--- src/rtl/irqdet_pkg.sv ---
`timescale 1ns/1ps
package irqdet_pkg;

  typedef enum logic [1:0] {
    DET_LOW  = 2'b00,
    DET_FALL = 2'b01,
    DET_RISE = 2'b10,
    DET_BOTH = 2'b11
  } det_mode_e;

  localparam int unsigned REG_MODE = 0;
  localparam int unsigned REG_STAT = 1;

endpackage

--- src/rtl/irqdet_sync.sv ---
`timescale 1ns/1ps
module irqdet_sync #(
  parameter int unsigned WIDTH   = 8,
  parameter logic        RST_VAL = 1'b1
) (
  input  logic             clk,
  input  logic             rst_n,
  input  logic [WIDTH-1:0] async_in,
  output logic [WIDTH-1:0] sync_out
);

  localparam logic [WIDTH-1:0] RST_VEC = {WIDTH{RST_VAL}};

  logic [WIDTH-1:0] stage1_q;
  logic [WIDTH-1:0] stage2_q;

  always_ff @(posedge clk or negedge rst_n) begin
    if (!rst_n) begin
      stage1_q <= RST_VEC;
      stage2_q <= RST_VEC;
    end else begin
      stage1_q <= async_in;
      stage2_q <= stage1_q;
    end
  end

  assign sync_out = stage2_q;

  // second stage always carries what the first held one edge earlier
  a_r2_two_stage: assert property (@(posedge clk) disable iff (!rst_n)
    sync_out == $past(stage1_q));

endmodule

--- src/rtl/irqdet_regs.sv ---
`timescale 1ns/1ps
module irqdet_regs
  import irqdet_pkg::*;
#(
  parameter int unsigned NUM_LINES = 8,
  parameter int unsigned DATA_W    = 32,
  parameter int unsigned ADDR_W    = 2
) (
  input  logic                   clk,
  input  logic                   rst_n,
  input  logic                   wr_en,
  input  logic [ADDR_W-1:0]      addr,
  input  logic [DATA_W-1:0]      wr_data,
  input  logic [NUM_LINES-1:0]   status,
  output logic [2*NUM_LINES-1:0] mode_q,
  output logic [NUM_LINES-1:0]   mode_chg,
  output logic [NUM_LINES-1:0]   clr_req,
  output logic [DATA_W-1:0]      rd_data
);

  localparam int unsigned MODE_W = 2 * NUM_LINES;

  initial begin
    if (MODE_W > DATA_W) $error("mode field wider than data bus");
  end

  logic sel_mode;
  logic sel_stat;
  logic wr_mode;
  logic wr_stat;
  logic unused_hi;

  assign sel_mode  = (addr == ADDR_W'(REG_MODE));
  assign sel_stat  = (addr == ADDR_W'(REG_STAT));
  assign wr_mode   = wr_en && sel_mode;
  assign wr_stat   = wr_en && sel_stat;
  assign unused_hi = ^wr_data[DATA_W-1:MODE_W];

  always_ff @(posedge clk or negedge rst_n) begin
    if (!rst_n) begin
      mode_q <= '0;
    end else if (wr_mode) begin
      mode_q <= wr_data[MODE_W-1:0];
    end
  end

  for (genvar n = 0; n < NUM_LINES; n++) begin : g_line_ctl
    assign mode_chg[n] = wr_mode && (wr_data[2*n +: 2] != mode_q[2*n +: 2]);
    assign clr_req[n]  = wr_stat && !wr_data[n];
  end

  always_comb begin
    rd_data = '0;
    if (sel_mode) begin
      rd_data[MODE_W-1:0] = mode_q;
    end else if (sel_stat) begin
      rd_data[NUM_LINES-1:0] = status;
    end
  end

  // mode register loads the written field
  a_r3_mode_load: assert property (@(posedge clk) disable iff (!rst_n)
    wr_mode |=> mode_q == $past(wr_data[MODE_W-1:0]));

  // without a write to index 0 the mode register holds
  a_r11_mode_hold: assert property (@(posedge clk) disable iff (!rst_n)
    !wr_mode |=> $stable(mode_q));

endmodule

--- src/rtl/irqdet_line.sv ---
`timescale 1ns/1ps
module irqdet_line
  import irqdet_pkg::*;
(
  input  logic       clk,
  input  logic       rst_n,
  input  logic       sync_in,
  input  logic [1:0] mode_sel,
  input  logic       mode_chg,
  input  logic       clr_req,
  output logic       status
);

  det_mode_e mode;
  logic      prev_q;
  logic      held_q;
  logic      edge_hit;
  logic      edge_mode;

  assign mode      = det_mode_e'(mode_sel);
  assign edge_mode = (mode != DET_LOW);

  always_comb begin
    case (mode)
      DET_FALL: edge_hit = prev_q && !sync_in;
      DET_RISE: edge_hit = !prev_q && sync_in;
      DET_BOTH: edge_hit = prev_q ^ sync_in;
      default:  edge_hit = 1'b0;
    endcase
  end

  always_ff @(posedge clk or negedge rst_n) begin
    if (!rst_n) begin
      prev_q <= 1'b1;
    end else begin
      prev_q <= sync_in;
    end
  end

  always_ff @(posedge clk or negedge rst_n) begin
    if (!rst_n) begin
      held_q <= 1'b0;
    end else if (mode_chg || !edge_mode) begin
      held_q <= 1'b0;
    end else if (edge_hit) begin
      held_q <= 1'b1;
    end else if (clr_req && held_q) begin
      held_q <= 1'b0;
    end
  end

  assign status = edge_mode ? held_q : !sync_in;

  // a detected edge is captured on the next edge
  a_r4_edge_sets: assert property (@(posedge clk) disable iff (!rst_n)
    (edge_mode && edge_hit && !mode_chg) |=> held_q);

  // a valid clear with no competing edge empties the bit
  a_r5_clear: assert property (@(posedge clk) disable iff (!rst_n)
    (edge_mode && held_q && clr_req && !edge_hit && !mode_chg) |=> !held_q);

  // without a clear or mode change a set bit stays set
  a_r6_sticky: assert property (@(posedge clk) disable iff (!rst_n)
    (edge_mode && held_q && !clr_req && !mode_chg) |=> held_q);

  // level mode never leaves anything latched
  a_r7_no_latch: assert property (@(posedge clk) disable iff (!rst_n)
    (!edge_mode) |=> !held_q);

  // set wins over a clear on the same edge
  a_r8_set_wins: assert property (@(posedge clk) disable iff (!rst_n)
    (edge_mode && held_q && clr_req && edge_hit && !mode_chg) |=> held_q);

  // a mode change drops the latched bit
  a_r9_mode_change: assert property (@(posedge clk) disable iff (!rst_n)
    mode_chg |=> !held_q);

endmodule

--- src/rtl/irqdet_top.sv ---
`timescale 1ns/1ps
module irqdet_top
  import irqdet_pkg::*;
#(
  parameter int unsigned NUM_LINES = 8,
  parameter int unsigned DATA_W    = 32,
  parameter int unsigned ADDR_W    = 2
) (
  input  logic                 clk,
  input  logic                 rst_n,
  input  logic [NUM_LINES-1:0] irq_in,
  input  logic                 wr_en,
  input  logic [ADDR_W-1:0]    addr,
  input  logic [DATA_W-1:0]    wr_data,
  output logic [DATA_W-1:0]    rd_data,
  output logic [NUM_LINES-1:0] irq_out
);

  localparam int unsigned MODE_W = 2 * NUM_LINES;

  logic [NUM_LINES-1:0] sync_pins;
  logic [NUM_LINES-1:0] status;
  logic [MODE_W-1:0]    mode_q;
  logic [NUM_LINES-1:0] mode_chg;
  logic [NUM_LINES-1:0] clr_req;

  irqdet_sync #(
    .WIDTH   (NUM_LINES),
    .RST_VAL (1'b1)
  ) u_sync (
    .clk      (clk),
    .rst_n    (rst_n),
    .async_in (irq_in),
    .sync_out (sync_pins)
  );

  irqdet_regs #(
    .NUM_LINES (NUM_LINES),
    .DATA_W    (DATA_W),
    .ADDR_W    (ADDR_W)
  ) u_regs (
    .clk      (clk),
    .rst_n    (rst_n),
    .wr_en    (wr_en),
    .addr     (addr),
    .wr_data  (wr_data),
    .status   (status),
    .mode_q   (mode_q),
    .mode_chg (mode_chg),
    .clr_req  (clr_req),
    .rd_data  (rd_data)
  );

  for (genvar n = 0; n < NUM_LINES; n++) begin : g_line
    irqdet_line u_line (
      .clk      (clk),
      .rst_n    (rst_n),
      .sync_in  (sync_pins[n]),
      .mode_sel (mode_q[2*n +: 2]),
      .mode_chg (mode_chg[n]),
      .clr_req  (clr_req[n]),
      .status   (status[n])
    );
  end

  assign irq_out = status;

  // no request is raised in the first cycle out of reset
  a_r1_quiet_after_reset: assert property (@(posedge clk) disable iff (!rst_n)
    $rose(rst_n) |-> irq_out == '0);

endmodule

--- config.mk ---
export PLATFORM = sky130hd
export DESIGN_NAME = irqdet_top
export DESIGN_NICKNAME = d
export VERILOG_FILES = /design/src/rtl/irqdet_pkg.sv /design/src/rtl/irqdet_sync.sv /design/src/rtl/irqdet_regs.sv /design/src/rtl/irqdet_line.sv /design/src/rtl/irqdet_top.sv
export SDC_FILE = /design/constraint.sdc
export NUM_CORES = 1
export LEC_CHECK = 0
export BUFFER_PORTS_ARGS = -buffer_cell sky130_fd_sc_hd__buf_2
export CAP_MARGIN = 0
export CORE_ASPECT_RATIO = 1.25
export CORE_UTILIZATION = 40
export CTS_CLUSTER_DIAMETER = 80
export DETAILED_ROUTE_END_ITERATION = 6
export PLACE_DENSITY = 0.65
export SETUP_SLACK_MARGIN = 0.4
export SLEW_MARGIN = 5
export SYNTH_ARGS = -nofsm -noshare
export SYNTH_HDL_FRONTEND = slang
export SYNTH_HIERARCHICAL = 1
export SYNTH_SLANG_ARGS = --single-unit
export TNS_END_PERCENT = 1
--- constraint.sdc ---
create_clock -name clk -period 1.75 [get_ports clk]
set_clock_uncertainty 0.2 [all_clocks]
set_input_delay 0.175 -clock clk [delete_from_list [all_inputs] [get_ports clk]]
set_output_delay 0.175 -clock clk [all_outputs]
set_load 0.01 [all_outputs]
==> results of run 1 <==
## cells in the mapped netlist, drive strengths merged
cell     n  area share
nor2    33       0.047
dfrtp   24        0.23
dfstp   24        0.24
inv     24       0.034
buf     20       0.055
a21oi   16       0.030
ha      16       0.075
mux2    16       0.068
xnor2   16       0.053
a211oi   8       0.023
and2     8       0.019
mux2i    8       0.030
nand2    8       0.011
nor2b    8       0.026
nor3     8       0.015
nor4     8       0.019
or2      8       0.019
conb     1      0.0014
nand3b   1      0.0028
nor3b    1      0.0071
or3b     1      0.0033
## layer usage
metal | wire length (um) | global-route usage | up-vias | share of wire
li1 | - | - | 1021 | -
met3 | 207 | 0.03664 | 8 | 0.036
met2 | 2987 | 0.3108 | 44 | 0.53
met4 | 91 | 0.04717 | 0 | 0.016
met5 | 0 | 0 | - | 0
met1 | 2393 | 0.2035 | 1023 | 0.42
## final cells by class
type                       instances  area share
timing repair buffer             103      0.2016
clock inverter                     2    0.002632
sequential                        48      0.3253
multi-input combinational        180      0.3970
inverter                          24     0.02368
clock buffer                       6     0.02171
tap                               85     0.02796
## cell families after synthesis
logic type,share of synthesized area
fa+ha+maj,0.07522
compound gates,0.05266
simple gates,0.1688
flops,0.4626
mux,0.09779
buf+inv,0.08886
xor+xnor,0.05265
other cells,0.001409
## layout by cell type (no fill, tap or decap), types with 16 or more instances in the layout
cell and n:
conb_1 16, mux2_2 16, buf_4 22, dlygate4sd3_1 25, nor2_1 18, inv_1 16
dfrtp_1 19, dfstp_2 24, buf_2 46, xnor2_1 16
## flip-flops by register name, indices dropped and copies added, names as in the netlist
register	flops
u_sync/sync_out	8
g_line.u_line/held_q	8
u_sync/stage1_q	8
u_regs/mode_q	16
g_line.u_line/prev_q	8
## critical path, delay by kind of cell (launching register included)
kind / cells / cell delay (ns)
and+or+nand+nor: 3 / 0.34
buffers and inverters: 1 / 0.15
AOI/OAI and AO/OA: 1 / 0.14
muxes: 1 / 0.09
DFF: 1 / 0.40
## how the worst max path moves through the flow
stage	startpoint	endpoint	slack, ns	depth (start not counted)
after floorplan	u_sync/sync_out[0]$_DFF_PN1_	g_line[0].u_line/held_q$_DFFE_PN0P_	0.25	5
after global placement	u_sync/sync_out[1]$_DFF_PN1_	g_line[1].u_line/held_q$_DFFE_PN0P_	0.19	5
after detailed placement	u_sync/sync_out[3]$_DFF_PN1_	g_line[3].u_line/held_q$_DFFE_PN0P_	0.17	5
after CTS	u_regs/mode_q[0]$_DFFE_PN0P_	rd_data[0]	-0.04	6
after global routing	u_regs/mode_q[15]$_DFFE_PN0P_	rd_data[7]	-0.13	6
final	u_regs/mode_q[12]$_DFFE_PN0P_	rd_data[6]	-0.03	6
## through the flow
stage,power [uW],util,hold WS (ns)
finish,3537,0.6051,0.06864
global route,3778,0.6051,0.08959
CTS,3452,0.5884,0.06187
detailed placement,2602,0.5179,-0.01983
global placement,2571,0.5179,-0.01880
floorplan,2211,-,-0.3206
## power by group through the flow
stage	sequential (uW)	clock [uW]	combinational, uW
2_1_floorplan	1450	0	759
3_3_place_gp	1440	0	1130
3_5_place_dp	1450	0	1150
4_1_cts	1470	703	1280
5_1_grt	1500	748	1530
6_report	1470	672	1390
## repair_timing
action / CTS / global route
gates resized for setup: 29 / 19
endpoints found under the hold margin: 72 / 0
pin swaps: 28 / 24
hold buffers: 25 / 0
endpoints found under the setup margin: 32 / 32
buffers inserted: 2 / 6
==> summary.md, run 1 <==
| Metric | Value |
|---|---|
| Total Routed Length | `5.679 mm` |
| Nets | `423` |
| Fraction of layout cells with a size suffix above 1 | `0.5289` |
| Seq/Total Area, Yosys | `0.4626` |
| ANT cells | `0` |
| Die Ht | `about 93 um` |
| Flop pwr share | `0.416` |
| Static leakage | `about 0.0017 uW` |
| Rows | `32` |
| CP Cell Sequence | `nor2_2 -> nor2_1 -> a21oi_4 -> mux2i_1 -> nor2_1 -> buf_2` |
| Count of pins over their slew limit | `0` |
| WP data required | `between 1 and 1.5 ns` |
| Initial antenna violation count | `0` |
| Routed wire per std cell | `about 13 um` |
| Origin of the critical flop-to-flop path | `u_sync/sync_out[1]$_DFF_PN1_` |
| Placed cell area | `3256 um2` |
| F_max | `562.4 MHz` |
| Number of global-route vias before repair | `between 2,000 and 2,500` |
| CTS clk-pin slew, worst paths | `roughly 0.080 ns` |
| Largest net degree at the start of global routing | `between 40 and 50` |
| Drt pass-1 iters | `4` |
| Synthesized cell area | `between 2000 and 3000 um2` |
| Non-Filler Instances | `approximately 450` |
| Failing checks | `negative setup slack` |
| Filler cells | `567` |
| Antenna Nets Post-Route | `0` |
| Outcome | `finished, violations left` |
| Placed Cells | `407` |
| Period utilization | `1.016` |
| Skew-Pair Late Insertion Delay | `about 0.3 ns` |
| CP Class | `register to primary output` |
| Starting Density | `0.4234` |
| Multi-input logic area | `about 1500 um2` |
| Final hold viol count | `0` |
| Drt initial violations | `about 70` |
| Worst EP arrival | `1.40 ns` |
| Routability cong. | `a little under 0.8` |
| CTS tree | `done` |
| Final Instance Area | `between 3000 and 4000 um2` |
| Most used cell, CP | `nor2_1` |
| Final worst slack | `-0.02812 ns` |
| P&R area growth vs syn | `42.92%` |
| Die Span X | `74.96 um` |
| Placement Setup Slack | `approximately 0.17 ns` |
| Max Cap Viol | `0` |
| Worst VDD drop | `approximately 0.00047 V` |
| Final min period | `roughly 1.8 ns` |
| Crit. End Element | `primary output` |
| Power Dens Cells | `930.0 nW/um2` |
| Total Routing Usage GR | `0.1731` |
| CTS buffer count | `5` |
| Global-route wire length before repair | `between 9 and 10 mm` |
| Clock Sinks | `48` |
| Port bufs | `52` |
| Yosys warns | `6` |
| HP Start | `wr_data[9]` |
| Post-synthesis register bit count | `48` |
| Vias per cell | `between 4 and 5` |
| Core Area | `between 6000 and 7000 um2` |
| Synth Area per Inst | `around 10 um2` |
| WHS Endpoint | `g_line[4].u_line/held_q$_DFFE_PN0P_` |
| Clk pwr share | `0.190` |
| Max FO, Critical Path | `2` |
| Post-DP HPWL | `3.956 mm` |
| FF/Latch Area | `roughly 1200 um2` |
| Vias | `roughly 2,100` |
| Largest stage delay on the critical path | `around 0.4 ns` |
| Sw Ratio | `0.3320` |
| Root Buffer | `clkbuf_8` |
| IO Count | `between 80 and 90` |
| Fin Setup TNS | `-0.05493 ns` |
| Combinational share of power | `0.394` |
| Area of the die | `approximately 7000 um2` |
| Worst r2r dst | `g_line[1].u_line/held_q$_DFFE_PN0P_` |
| DRC | `0` |
| H-tree levels | `2` |
| CTS max path bufs | `2` |
| Setup repair after global routing missed its margin | `yes` |
| Post-Syn Instances | `approximately 260` |
| GRT overflow | `0` |
| Hold Crit Depth | `4` |
| Net Sw Power | `between 1000 and 1500 uW` |
| Synth cell types | `23` |
| Setup slack, reg-to-reg | `between 0.15 and 0.2 ns` |
| Internal power | `2363 uW` |
| Reg2Reg Depth | `5` |
| Hold WC Path Type | `input pin to register` |
| Slowest stage cell, crit path | `dfrtp_1` |
| Worst setup SP type | `register` |
| Setup Viol. Count Final | `4` |
(Power assumes the default switching activity.)
==> run 2: changes to the inputs <==
--- a/config.mk
+++ b/config.mk
@@ -11,7 +11,7 @@
 export CORE_UTILIZATION = 40
 export CTS_CLUSTER_DIAMETER = 80
 export DETAILED_ROUTE_END_ITERATION = 6
-export PLACE_DENSITY = 0.65
+export PLACE_DENSITY = 0.68
 export SETUP_SLACK_MARGIN = 0.4
 export SLEW_MARGIN = 5
 export SYNTH_ARGS = -nofsm -noshare
==> constraint.sdc (replaced) <==
create_clock -name clk -period 1.5 [get_ports clk]
set_clock_uncertainty 0.2 [all_clocks]
set_input_delay 0.15 -clock clk [delete_from_list [all_inputs] [get_ports clk]]
set_output_delay 0.15 -clock clk [all_outputs]
set_load 0.01 [all_outputs]
==> run 2 against run 1 <==
  * The run still ends with negative setup slack left
  * Non-clock buffer count up 16
  * Via count up 2.0%
  * Utilization grew 1.1 points
  * Final cell count up 3.6%
  * Worst setup slack lost 0.25 ns
  * Wire length up 4.8%
  * First-iteration DRC count is 35% lower
  * Combinational power increased by 18%
  * Register-to-register slack worse by 0.22 ns
  * Cell area grew 1.7%
  * Hold slack worse by 0.026 ns
  * Power rose by 14%
  * Largest cell class unchanged
==> summary.md, run 2 (same netlist as run 1, synthesis figures left out) <==
| Metric | Value |
|---|---|
| Root Buffer | `clkbuf_8 (unchanged)` |
| Area of the die | `6985 um2 (unchanged)` |
| ANT cells | `0 (unchanged)` |
| Internal power | `2699 uW (was 2363 uW)` |
| Max Cap Viol | `0 (unchanged)` |
| Origin of the critical flop-to-flop path | `u_sync/sync_out[3]$_DFF_PN1_ (was u_sync/sync_out[1]$_DFF_PN1_)` |
| F_max | `between 500 and 600 MHz` |
| Setup Viol. Count Final | `22 (was 4)` |
| Outcome | `finished, violations left (unchanged)` |
| Fraction of layout cells with a size suffix above 1 | `0.5119 (was 0.5289)` |
| Worst setup SP type | `register (unchanged)` |
| Crit. End Element | `primary output (unchanged)` |
| HP Start | `wr_data[7] (was wr_data[9])` |
| Power Dens Cells | `1043 nW/um2 (was 930.0 nW/um2)` |
| Flop pwr share | `0.406 (was 0.416)` |
| Skew-Pair Late Insertion Delay | `0.30 ns (about the same)` |
| Net Sw Power | `1338 uW (was 1174 uW)` |
| Hold slack | `0.04235 ns (was 0.06864 ns)` |
| CTS clk-pin slew, worst paths | `0.08 ns (about the same)` |
| Drt initial violations | `47 (was 72)` |
| Commonest non-fill, non-tap cells in the layout | `buf_2 (49), buf_4 (34), nor2_1 (25), dlygate4sd3_1 (25) (was buf_2 (46), dlygate4sd3_1 (25), dfstp_2 (24))` |
| Final core utilization | `0.6156 (was 0.6051)` |
| Nets | `439 (was 423)` |
| Placement Setup Slack | `-0.04259 ns (was 0.1721 ns)` |
| Most common cell after layout, fill and taps aside | `buf_2 (unchanged)` |
| Count of pins over their slew limit | `0 (unchanged)` |
| Antenna Nets Post-Route | `0 (unchanged)` |
| Post-DP HPWL | `4.155 mm (was 3.956 mm)` |
| H-tree levels | `2 (unchanged)` |
| Setup repair after global routing missed its margin | `yes (unchanged)` |
| Setup slack, reg-to-reg | `-0.05 ns (was 0.17 ns)` |
| Filler cells | `550 (was 567)` |
| CTS buffer count | `5 (unchanged)` |
| Final worst slack | `-0.2777 ns (was -0.02812 ns)` |
| Final Instance Area | `3870 um2 (was 3804 um2)` |
| Routability cong. | `0.8086 (was 0.7700)` |
| Worst VDD drop | `0.0004873 V (was 0.0004732 V)` |
| Core Area | `6286 um2 (unchanged)` |
| P&R area growth vs syn | `45.42% (was 42.92%)` |
| Sw Ratio | `0.3314 (was 0.3320)` |
| Number of global-route vias before repair | `2,189 (was 2,018)` |
| CTS tree | `done (unchanged)` |
| Reg2Reg Depth | `5 (unchanged)` |
| Vias | `2,137 (was 2,096)` |
| Vias per cell | `4.606 (was 4.679)` |
| DRC | `0 (unchanged)` |
| Hold WC Path Type | `input pin to register (unchanged)` |
| Hold Crit Depth | `4 (unchanged)` |
| Drt pass-1 iters | `4 (unchanged)` |
| Clock Sinks | `48 (unchanged)` |
| GRT overflow | `0 (unchanged)` |
| Worst r2r dst | `g_line[3].u_line/held_q$_DFFE_PN0P_ (was g_line[1].u_line/held_q$_DFFE_PN0P_)` |
| Die Span X | `74.96 um (unchanged)` |
| Period utilization | `1.185` |
| Static leakage | `0.001804 uW (was 0.001727 uW)` |
| Placed cell area | `3441 um2 (was 3256 um2)` |
| Max FFs per register | `16 (unchanged)` |
| Fin Setup TNS | `-2.114 ns (was -0.05493 ns)` |
| Largest Register | `u_regs/mode_q (unchanged)` |
| IO Count | `85 (unchanged)` |
| Starting Density | `0.4234 (unchanged)` |
| Total Routed Length | `5.953 mm (was 5.679 mm)` |
| Failing checks | `negative setup slack (unchanged)` |
| Port bufs | `52 (unchanged)` |
| Max FO, Critical Path | `2 (unchanged)` |
| Global-route wire length before repair | `9.853 mm (was 9.080 mm)` |
| WP data required | `1.15 ns (was 1.37 ns)` |
| Final min period | `~1.8 ns` |
| Die Ht | `93.20 um (unchanged)` |
| Initial antenna violation count | `0 (unchanged)` |
| CP Class | `register to primary output (unchanged)` |
| Clk pwr share | `0.188 (was 0.190)` |
| Rows | `32 (unchanged)` |
| Largest net degree at the start of global routing | `49 (unchanged)` |
| Worst EP arrival | `1.43 ns (was 1.40 ns)` |
| Routed wire per std cell | `12.83 um (was 12.68 um)` |
| Total Routing Usage GR | `0.1882 (was 0.1731)` |
| WHS Endpoint | `g_line[3].u_line/held_q$_DFFE_PN0P_ (was g_line[4].u_line/held_q$_DFFE_PN0P_)` |
| CTS max path bufs | `2 (unchanged)` |
| Combinational share of power | `0.406 (was 0.394)` |
| Final hold viol count | `0 (unchanged)` |
==> run 2: per-layer routing <==
layer / track usage / routed length, um / up-vias
li1: - / - / 1050
met4: 0.07233 / 138 / 0
met2: 0.3281 / 3106 / 44
met1: 0.2257 / 2557 / 1033
met3: 0.03233 / 150 / 10
met5: 0 / 0 / -
==> run 2: stage by stage <==
stage,power [uW],cells
floorplan,2580,272
global placement,3118,430
detailed placement,3165,430
CTS,4005,462
global route,4317,464
finish,4037,464
==> run 2: cell type report <==
cell class | count | area (um2) | area share
Sequential cell | 48 | 1231 | 0.3181
Timing Repair Buffer | 119 | 892.1 | 0.2305
Multi-Input combinational cell | 180 | 1469 | 0.3796
Clock buffer | 7 | 76.32 | 0.01972
Inverter | 24 | 90.09 | 0.02328
Tap cell | 85 | 106.4 | 0.02748
Clock inverter | 1 | 5.005 | 0.001293
==> run 2: power by group through the flow <==
| stage | sequential, uW | clock, uW | combinational (uW) |
|---|---|---|---|
| after floorplan | 1690 | 0 | 886 |
| after global placement | 1630 | 0 | 1480 |
| after detailed placement | 1640 | 0 | 1520 |
| after CTS | 1640 | 782 | 1590 |
| after global routing | 1670 | 841 | 1810 |
| final | 1640 | 757 | 1640 |
==> run 2: worst max-delay path: stages (launching register included) <==
cell,delay (ns)
dfrtp_1,0.40
nor2_2,0.13
nor2_1,0.06
a21oi_2,0.14
mux2i_1,0.10
nor2_1,0.15
buf_2,0.16
==> run 2: worst max-delay path by stage <==
stage,to,startpoint,cells past startpoint
floorplan,g_line[0].u_line/held_q$_DFFE_PN0P_,u_sync/sync_out[0]$_DFF_PN1_,5
global placement,g_line[1].u_line/held_q$_DFFE_PN0P_,u_sync/sync_out[1]$_DFF_PN1_,5
detailed placement,g_line[3].u_line/held_q$_DFFE_PN0P_,u_sync/sync_out[3]$_DFF_PN1_,5
CTS,rd_data[5],u_regs/mode_q[10]$_DFFE_PN0P_,6
global route,rd_data[4],u_regs/mode_q[8]$_DFFE_PN0P_,6
finish,rd_data[5],u_regs/mode_q[10]$_DFFE_PN0P_,6
==> run 2: timing repair <==
item,CTS,global route
hold buffers,24,1
pin swaps,11,4
setup buffers,0,1
gates resized for setup,9,16
endpoints found under the hold margin,73,1
setup endpoints to repair,44,48
